[src/rtl/smartcard_tx_pkg.sv]
package smartcard_tx_pkg;
  localparam int FRAME_BITS = 10;
  localparam int BIT_W = $clog2(FRAME_BITS);

  typedef enum logic {TX_IDLE, TX_SHIFT} txState_t;

  typedef struct packed {
    logic load;
    logic shift;
    logic active;
  } dpStrobe_t;
endpackage

[src/rtl/smartcard_tx_clkgen.sv]
module smartcard_tx_clkgen #(
  parameter int DIV_W = 8
) (
  input  logic             clk,
  input  logic             rstN,
  input  logic             clkEn,
  input  logic             clkParkLvl,
  input  logic [DIV_W-1:0] halfDiv,
  output logic             cardClk,
  output logic             clkIdle,
  output logic             tick
);
  logic             running;
  logic             phase;
  logic [DIV_W-1:0] divCnt;
  logic             halfEnd;

  assign halfEnd = (divCnt == halfDiv - DIV_W'(1));
  assign tick    = running && !phase && halfEnd;
  assign cardClk = running ? phase : clkParkLvl;
  assign clkIdle = !running;

  always_ff @(posedge clk) begin
    if (!rstN) begin
      running <= 1'b0;
      phase   <= 1'b0;
      divCnt  <= '0;
    end else if (!running) begin
      if (clkEn) begin
        running <= 1'b1;
        phase   <= 1'b1;
        divCnt  <= '0;
      end
    end else if (halfEnd) begin
      divCnt <= '0;
      // stop only once the low half of a period is complete
      if (!phase && !clkEn) running <= 1'b0;
      else                  phase   <= ~phase;
    end else begin
      divCnt <= divCnt + DIV_W'(1);
    end
  end
endmodule

[src/rtl/smartcard_tx_ctrl.sv]
module smartcard_tx_ctrl
  import smartcard_tx_pkg::*;
#(
  parameter int ETU_W = 8
) (
  input  logic             clk,
  input  logic             rstN,
  input  logic             tick,
  input  logic             dataWr,
  input  logic             txEn,
  input  logic             tendIntEn,
  input  logic [ETU_W-1:0] etuCycles,
  output dpStrobe_t        strobe,
  output logic             txEmpty,
  output logic             txEnd,
  output logic             tendIrq
);
  localparam logic [BIT_W-1:0] LAST_BIT = BIT_W'(FRAME_BITS - 1);

  txState_t         state;
  logic [ETU_W-1:0] etuCnt;
  logic [BIT_W-1:0] bitIdx;
  logic             enPrev;
  logic             loadNow, lastTick, shiftNow, frameDone;

  assign loadNow   = (state == TX_IDLE) && txEn && !txEmpty && tick;
  assign lastTick  = (state == TX_SHIFT) && txEn && tick &&
                     (etuCnt == etuCycles - ETU_W'(1));
  assign shiftNow  = lastTick && (bitIdx != LAST_BIT);
  assign frameDone = lastTick && (bitIdx == LAST_BIT);

  assign strobe.load   = loadNow;
  assign strobe.shift  = shiftNow;
  assign strobe.active = (state == TX_SHIFT);
  assign tendIrq       = txEnd && tendIntEn;

  always_ff @(posedge clk) begin
    if (!rstN) begin
      state   <= TX_IDLE;
      etuCnt  <= '0;
      bitIdx  <= '0;
      enPrev  <= 1'b0;
      txEmpty <= 1'b1;
      txEnd   <= 1'b0;
    end else begin
      enPrev <= tendIntEn;

      if (!txEn)          state <= TX_IDLE;
      else if (loadNow)   state <= TX_SHIFT;
      else if (frameDone) state <= TX_IDLE;

      if (loadNow || !txEn)                etuCnt <= '0;
      else if (state == TX_SHIFT && tick)  etuCnt <= lastTick ? '0 : etuCnt + ETU_W'(1);

      if (loadNow)       bitIdx <= '0;
      else if (shiftNow) bitIdx <= bitIdx + BIT_W'(1);

      if (dataWr)       txEmpty <= 1'b0;
      else if (loadNow) txEmpty <= 1'b1;

      if (frameDone)                            txEnd <= 1'b1;
      else if (dataWr || (tendIntEn && !enPrev)) txEnd <= 1'b0;
    end
  end
endmodule

[src/rtl/smartcard_tx_dp.sv]
module smartcard_tx_dp
  import smartcard_tx_pkg::*;
(
  input  logic       clk,
  input  logic       rstN,
  input  logic       dataWr,
  input  logic [7:0] dataIn,
  input  dpStrobe_t  strobe,
  output logic       txd
);
  logic [7:0]            holdReg;
  logic [FRAME_BITS-1:0] shiftReg;

  assign txd = strobe.active ? shiftReg[0] : 1'b1;

  always_ff @(posedge clk) begin
    if (!rstN) begin
      holdReg  <= '0;
      shiftReg <= '1;
    end else begin
      if (dataWr) holdReg <= dataIn;
      if (strobe.load)       shiftReg <= {^holdReg, holdReg, 1'b0};
      else if (strobe.shift) shiftReg <= {1'b1, shiftReg[FRAME_BITS-1:1]};
    end
  end
endmodule

[src/rtl/smartcard_tx.sv]
module smartcard_tx
  import smartcard_tx_pkg::*;
#(
  parameter int DIV_W = 8,
  parameter int ETU_W = 8
) (
  input  logic             clk,
  input  logic             rstN,
  input  logic             dataWr,
  input  logic [7:0]       dataIn,
  input  logic             txEn,
  input  logic             clkEn,
  input  logic             clkParkLvl,
  input  logic             tendIntEn,
  input  logic [DIV_W-1:0] halfDiv,
  input  logic [ETU_W-1:0] etuCycles,
  output logic             txd,
  output logic             cardClk,
  output logic             clkIdle,
  output logic             txEmpty,
  output logic             txEnd,
  output logic             tendIrq
);
  dpStrobe_t strobe;
  logic      tick;

  smartcard_tx_clkgen #(.DIV_W(DIV_W)) u_clkgen (
    .clk(clk), .rstN(rstN), .clkEn(clkEn), .clkParkLvl(clkParkLvl),
    .halfDiv(halfDiv), .cardClk(cardClk), .clkIdle(clkIdle), .tick(tick)
  );

  smartcard_tx_ctrl #(.ETU_W(ETU_W)) u_ctrl (
    .clk(clk), .rstN(rstN), .tick(tick), .dataWr(dataWr), .txEn(txEn),
    .tendIntEn(tendIntEn), .etuCycles(etuCycles), .strobe(strobe),
    .txEmpty(txEmpty), .txEnd(txEnd), .tendIrq(tendIrq)
  );

  smartcard_tx_dp u_dp (
    .clk(clk), .rstN(rstN), .dataWr(dataWr), .dataIn(dataIn),
    .strobe(strobe), .txd(txd)
  );
endmodule

[config.mk]
export PLATFORM = sky130hd
export DESIGN_NAME = smartcard_tx
export DESIGN_NICKNAME = d
export VERILOG_FILES = /design/src/rtl/smartcard_tx_pkg.sv /design/src/rtl/smartcard_tx_clkgen.sv /design/src/rtl/smartcard_tx_ctrl.sv /design/src/rtl/smartcard_tx_dp.sv /design/src/rtl/smartcard_tx.sv
export SDC_FILE = /design/constraint.sdc
export NUM_CORES = 1
export LEC_CHECK = 0
export BUFFER_PORTS_ARGS = -buffer_cell sky130_fd_sc_hd__buf_2
export CAP_MARGIN = 25
export CORE_MARGIN = 4
export CORE_UTILIZATION = 30
export CTS_BUF_LIST = sky130_fd_sc_hd__clkbuf_4 sky130_fd_sc_hd__clkbuf_8
export CTS_CLUSTER_SIZE = 30
export DETAILED_ROUTE_END_ITERATION = 6
export SLEW_MARGIN = 20
export SYNTH_ARGS = -nofsm -noshare
export SYNTH_HDL_FRONTEND = slang
export SYNTH_SLANG_ARGS = --single-unit
[constraint.sdc]
create_clock -name clk -period 3.2 [get_ports clk]
set_input_delay 0.16 -clock clk [delete_from_list [all_inputs] [get_ports clk]]
set_output_delay 0.16 -clock clk [all_outputs]
set_load 0.01 [all_outputs]
==> impl_metrics.toml, run 1 <==
[finish]
area_growth_pct = 13.9
final_cell_count_no_fill = 435
nNetsFinal = 366
antenna_cells = 0
multi_input_area_sq_mm = 0.00159
regArea_sq_um = 881
final_cell_area_sq_mm = 0.00295
final_layout_size_suffix_gt1_frac = 0.170
fill_cells = 858

[worst_setup_path]
end_kind = "register"
start_kind = "input port"
critPathArrivalTime_ns = 2.89
critical_path_class = "input port to register"
worstPathMaxFanout = 14
required_ns = 3.43

[logic_synthesis]
yosys.area_share.simple = 0.257
synthDistinctLibCells = 50
yosysWarnings = 0
synth_area_sq_mm = 0.00259
synthCells = 297
synth_compound_area_frac = 0.156
synth_area_leaders = "dfxtp_1, mux2i_1, xnor2_1, nor2_1, a21oi_1"
synthFlopType = "dfxtp_1"
ys_seq_area_frac = 0.340
syn_nets = 334
synth.top_cell.area_share = 0.340
postSynth.asyncResetShare = 0
synth_mux_area_frac = 0.0696
synth_edf_count = 0
post_synth.cell_area_avg_sq_um = 8.71
ys_ff_latch = 44
synth_xor_area_frac = 0.103
yosysTopAreaCell = "dfxtp_1"
synth_top_family_by_area = "simple AND/OR/NAND/NOR gates"
synthAdderAreaFrac = 0.0290

[global_route]
grt-busiest-layer = "met2"
use_met3 = 0.0208
grt_pass1_wl_mm = 9.14
grt_start_max_net_pins = 35
use_met2 = 0.164
grt-ovfl-total = 0
grt_usage = 0.109
grt_pass1_vias = 2042
use_met1 = 0.152
antenna_found_initial = 0

[clock_network]
clk_pin_slew_worst_paths_ns = 0.09
cts.repair.resized = 0
cts_sinks = 44
htree_levels = 2
ctsHoldBuffers = 0
clockBufferDepth = 2
insertion_delay_ns = 0.30
cts_buffers = 5
root_buffer = "clkbuf_8"
cts_setup_buffers = 0
tritoncts = "done"

[floorplan]
start_util = 0.312
ios = 37
die_w_microns = 101
rows = 33
core_area_sq_mm = 0.00830
fp.dieH_microns = 101
die_area_sq_mm = 0.0102

[timing]
rsz0062_at_grt = "false"
relSlewSlack = 0.688
finalSetupViolations = 0
final.setup.worst_slack_ns = 0.543
slew_violations = 0
timing_hold_violations_final = 0
timing.final.crit_period_ns = 2.66
fmax_ghz = 0.376
period_share = 0.830
fin_skew_ns = 0.0121
setup_tns_ns = 0
tightestPinTransition_ns = 0.468

[pwr]
power.density_mw_per_mm2 = 361
ir_drop_mv = 0.186
p_leak_nw = 1.16
p_total_mw = 1.06

[place]
place_inst = 427
dp_hpwl_mm = 4.00
pre_cts_ws_ns = 0.209
placed_area_sq_mm = 0.00285
io_buffers = 36
gp_congestion = 0.860

[detailed_routing]
wl_per_cell_microns = 12.1
viasPerCell = 4.94
wl_mm = 5.27
post-route-drc-count = 0
ant_nets = 0
dr.pass1.iters = 5
initialDrtViolationCount = 83
num_vias = 2148

[min_path]
worstHoldPathType = "input port to register"

[job]
drv_cap = 0

[status]
outcome = "complete, no violations"
==> layer usage <==
layer | vias to the layer above | wire (microns)
met5 | - | 0
li1 | 1114 | -
met3 | 7 | 200
met2 | 41 | 2320
met4 | 0 | 78
met1 | 986 | 2680
==> cells in the mapped netlist (all sizes together), types with 3 or more instances <==
library cell and instances:
xnor2 20, o21ai 12, a21oi 19, nand2 20, nor3 4, inv 9, nand2b 3, ha 6
clkbuf 8, dfxtp 44, nor2b 11, nor3b 9, nor4 3, mux2i 18, xor2 8, nor2 26
nand3 8, buf 6, and3 10, nand3b 6, o211a 3, and3b 4, o211ai 5, and2 5
a31oi 4
==> report_power, final <==
group / switching (mW) / internal, mW / total (mW)
clock: 0.204 / 0.159 / 0.363
combinational: 0.0676 / 0.0632 / 0.131
sequential: 0.0125 / 0.558 / 0.570
total: 0.284 / 0.780 / 1.06
==> worst paths after layout <==
path,startpoint,slack (ns),cells after the start,end
hold reg to reg,u_ctrl.state,0.51,2,u_ctrl.state
setup reg to reg,u_clkgen.divCnt[6],0.71,7,u_dp.shiftReg[5]
setup / recovery,halfDiv[0],0.54,10,u_dp.shiftReg[5]
hold / removal,tendIntEn,0.08,2,u_ctrl.enPrev
==> flip-flops by register name, indices dropped and copies added (netlist names) <==
signal            cells
u_ctrl.state          1
u_ctrl.etuCnt         8
u_ctrl.txEmpty        1
u_clkgen.running      1
u_ctrl.bitIdx         4
u_dp.holdReg          8
u_clkgen.divCnt       8
u_ctrl.txEnd          1
u_clkgen.phase        1
u_dp.shiftReg        10
u_ctrl.enPrev         1
==> cell usage in the layout (no fill, tap or decap), drive strengths merged, types with 8 or more instances in the layout <==
cell type / count
a21oi: 19
and3: 10
buf: 39
dfxtp: 44
inv: 11
mux2i: 18
nand2: 20
nand3: 8
nor2: 26
nor2b: 11
nor3b: 9
o21ai: 12
xnor2: 20
xor2: 8
==> layout make-up <==
class	count	share of cell area
Multi-Input combinational cell	230	0.540
Clock inverter	3	0.00849
Inverter	9	0.0115
Sequential cell	44	0.299
Tap cell	105	0.0446
Timing Repair Buffer	39	0.0730
Clock buffer	5	0.0233
==> stage by stage <==
stage | util | hold slack (ns)
after CTS | 0.355 | 0.0736
after global routing | 0.355 | 0.0921
final | 0.355 | 0.0810
after detailed placement | 0.344 | 0.391
after floorplan | - | 0.282
after global placement | 0.344 | 0.383
==> critical path, cell delays in order <==
cell,delay (ns)
buf_2,0.12
inv_1,0.05
ha_1,0.22
or3b_1,0.38
or4_4,0.50
a2111oi_4,0.44
o21ai_2,0.13
or2_1,0.41
and2_1,0.32
a21oi_1,0.15
==> logic make-up (layout without fill, tap and decap cells) <==
group	after synthesis	after routing
AND/OR/NAND/NOR	119	119
AO/OA/AOI/OAI	58	58
flip-flops	44	44
XOR/XNOR	29	29
buffers and inverters	23	56
multiplexers	18	18
adder cells (fa/ha/maj)	6	6
(Power assumes the default switching activity.)
==> inputs of run 2 (changes only) <==
==> constraint.sdc (replaced) <==
create_clock -name clk -period 2.6 [get_ports clk]
set_input_delay 0.13 -clock clk [delete_from_list [all_inputs] [get_ports clk]]
set_output_delay 0.13 -clock clk [all_outputs]
set_load 0.01 [all_outputs]
==> impl_metrics.toml, run 2 (synthesis gave the netlist of run 1 again) <==
[worst_setup_path]
worstPathMaxFanout = 10
reg2reg_slack_ns = 0.26
start_kind = "input port"
path_cells = "buf_2 > inv_1 > ha_1 > or3b_1 > or4_4 > a2111oi_4 > o21ai_2 > buf_4 > nand2_1 > nor2_1 > o221a_2"
cpPeakStageDelay_ns = 0.50
cp_top_family = "simple AND/OR/NAND/NOR gates"
slowest_stage = "or4_4"
end_kind = "register"
crit_buf_inv = 3
critical_path_class = "input port to register"
required_ns = 2.79
critPathArrivalTime_ns = 2.58

[detailed_routing]
viasPerCell = 4.90
num_vias = 2186
wl_per_cell_microns = 12.1
initialDrtViolationCount = 83
dr.pass1.iters = 4
ant_nets = 0
wl_mm = 5.40
post-route-drc-count = 0

[timing]
tightestPinTransition_ns = 0.477
setup_tns_ns = 0
rsz0062_at_grt = "false"
slew_violations = 0
fin_skew_ns = 0.00938
fmax_ghz = 0.418
timing.final.crit_period_ns = 2.39
relSlewSlack = 0.679
period_share = 0.920
final.setup.worst_slack_ns = 0.208
timing_hold_violations_final = 0
finalSetupViolations = 0

[global_route]
grt-ovfl-total = 0
grt_pass1_wl_mm = 9.21
antenna_found_initial = 0
grt_pass1_vias = 2094
grt_usage = 0.111
grt_start_max_net_pins = 35

[clock_network]
htree_levels = 2
cts_setup_buffers = 0
cts_buffers = 5
tritoncts = "done"
root_buffer = "clkbuf_8"
clockBufferDepth = 2
clk_pin_slew_worst_paths_ns = 0.09
cts_sinks = 44
insertion_delay_ns = 0.30

[finish]
antenna_cells = 0
final_layout_size_suffix_gt1_frac = 0.199
top_register = "u_dp.shiftReg"
area_growth_pct = 18.8
layout_common_cells = "dfxtp_1, buf_2, nor2_1"
layout_commonest_cell = "dfxtp_1"
nNetsFinal = 377
fill_cells = 849
largest_register_ffs = 10

[floorplan]
rows = 33
die_area_sq_mm = 0.0102
ios = 37
core_area_sq_mm = 0.00830
die_w_microns = 101
start_util = 0.312
fp.dieH_microns = 101

[min_path]
worstHoldPathType = "input port to register"

[place]
gp_congestion = 0.847
pre_cts_ws_ns = -0.183
dp_hpwl_mm = 4.09
io_buffers = 36

[status]
outcome = "complete, no violations"

[pwr]
p_leak_nw = 1.24
power.density_mw_per_mm2 = 464
ir_drop_mv = 0.219

[job]
drv_cap = 0
run 2: changes by cell type in the layout (fill, tap and decap cells not counted):
cell	delta
buf_12	+1
buf_4	+10
bufinv_16	+1
clkbuf_8	+1
clkinv_4	+1
clkinvlp_4	-1
inv_6	-2
or2_1	-1
or2_4	+1
run 2: power breakdown:
group	switching, mW	total (mW)	internal [mW]
Sequential	0.0122	0.699	0.687
Clock	0.241	0.555	0.314
Combinational	0.0877	0.172	0.0848
run 2: area by class of cell:
type	instances	area [sq um]	area share
clock buffers	6	82.6	0.0269
clock inverters	2	38.8	0.0126
inverters	9	33.8	0.0110
multi-input cells	230	1600	0.519
flip-flops and latches	44	881	0.287
well taps	105	131	0.0428
repair buffers	50	310	0.101
run 2: metal layers:
metal,global-route usage,up-vias,part of all wire
met3,0.0221,10,0.039
met4,0.0539,0,0.021
met5,0,-,0
met2,0.175,41,0.44
li1,-,1145,-
met1,0.145,990,0.50
run 2: repair_timing:
action / 4_1_cts / 5_1_grt
setup endpoints to repair: 0 / 8
hold endpoints to repair: 0 / 0
hold buffers: 0 / 0
gates resized for setup: 0 / 1
run 2: path summary, 6_finish.rpt:
check                      from            endpoint  depth (start not counted)
max                  halfDiv[0]  u_clkgen.divCnt[7]                         11
min                   tendIntEn       u_ctrl.enPrev                          2
max reg2reg  u_clkgen.divCnt[6]  u_clkgen.divCnt[7]                          8
min reg2reg        u_ctrl.state        u_ctrl.state                          2
run 2: per-stage QoR:
stage,util,power [mW],instances,hold WS [ns],area (sq um)
after global routing,0.370,1.49,446,0.0615,3070
final,0.370,1.43,446,0.0422,3070
after CTS,0.370,1.45,446,0.0324,3070
after floorplan,-,0.825,297,0.252,2590
after global placement,0.355,0.885,438,0.355,2950
after detailed placement,0.355,0.889,438,0.358,2950
run 2: worst register-to-register path, delay by kind of cell (launching register included):
| kind | cells | cell delay (ns) |
|---|---|---|
| XOR/XNOR | 1 | 0.13 |
| AND/OR/NAND/NOR | 3 | 0.76 |
| AO/OA/AOI/OAI | 3 | 0.75 |
| buffers and inverters | 1 | 0.19 |
| flip-flops | 1 | 0.41 |
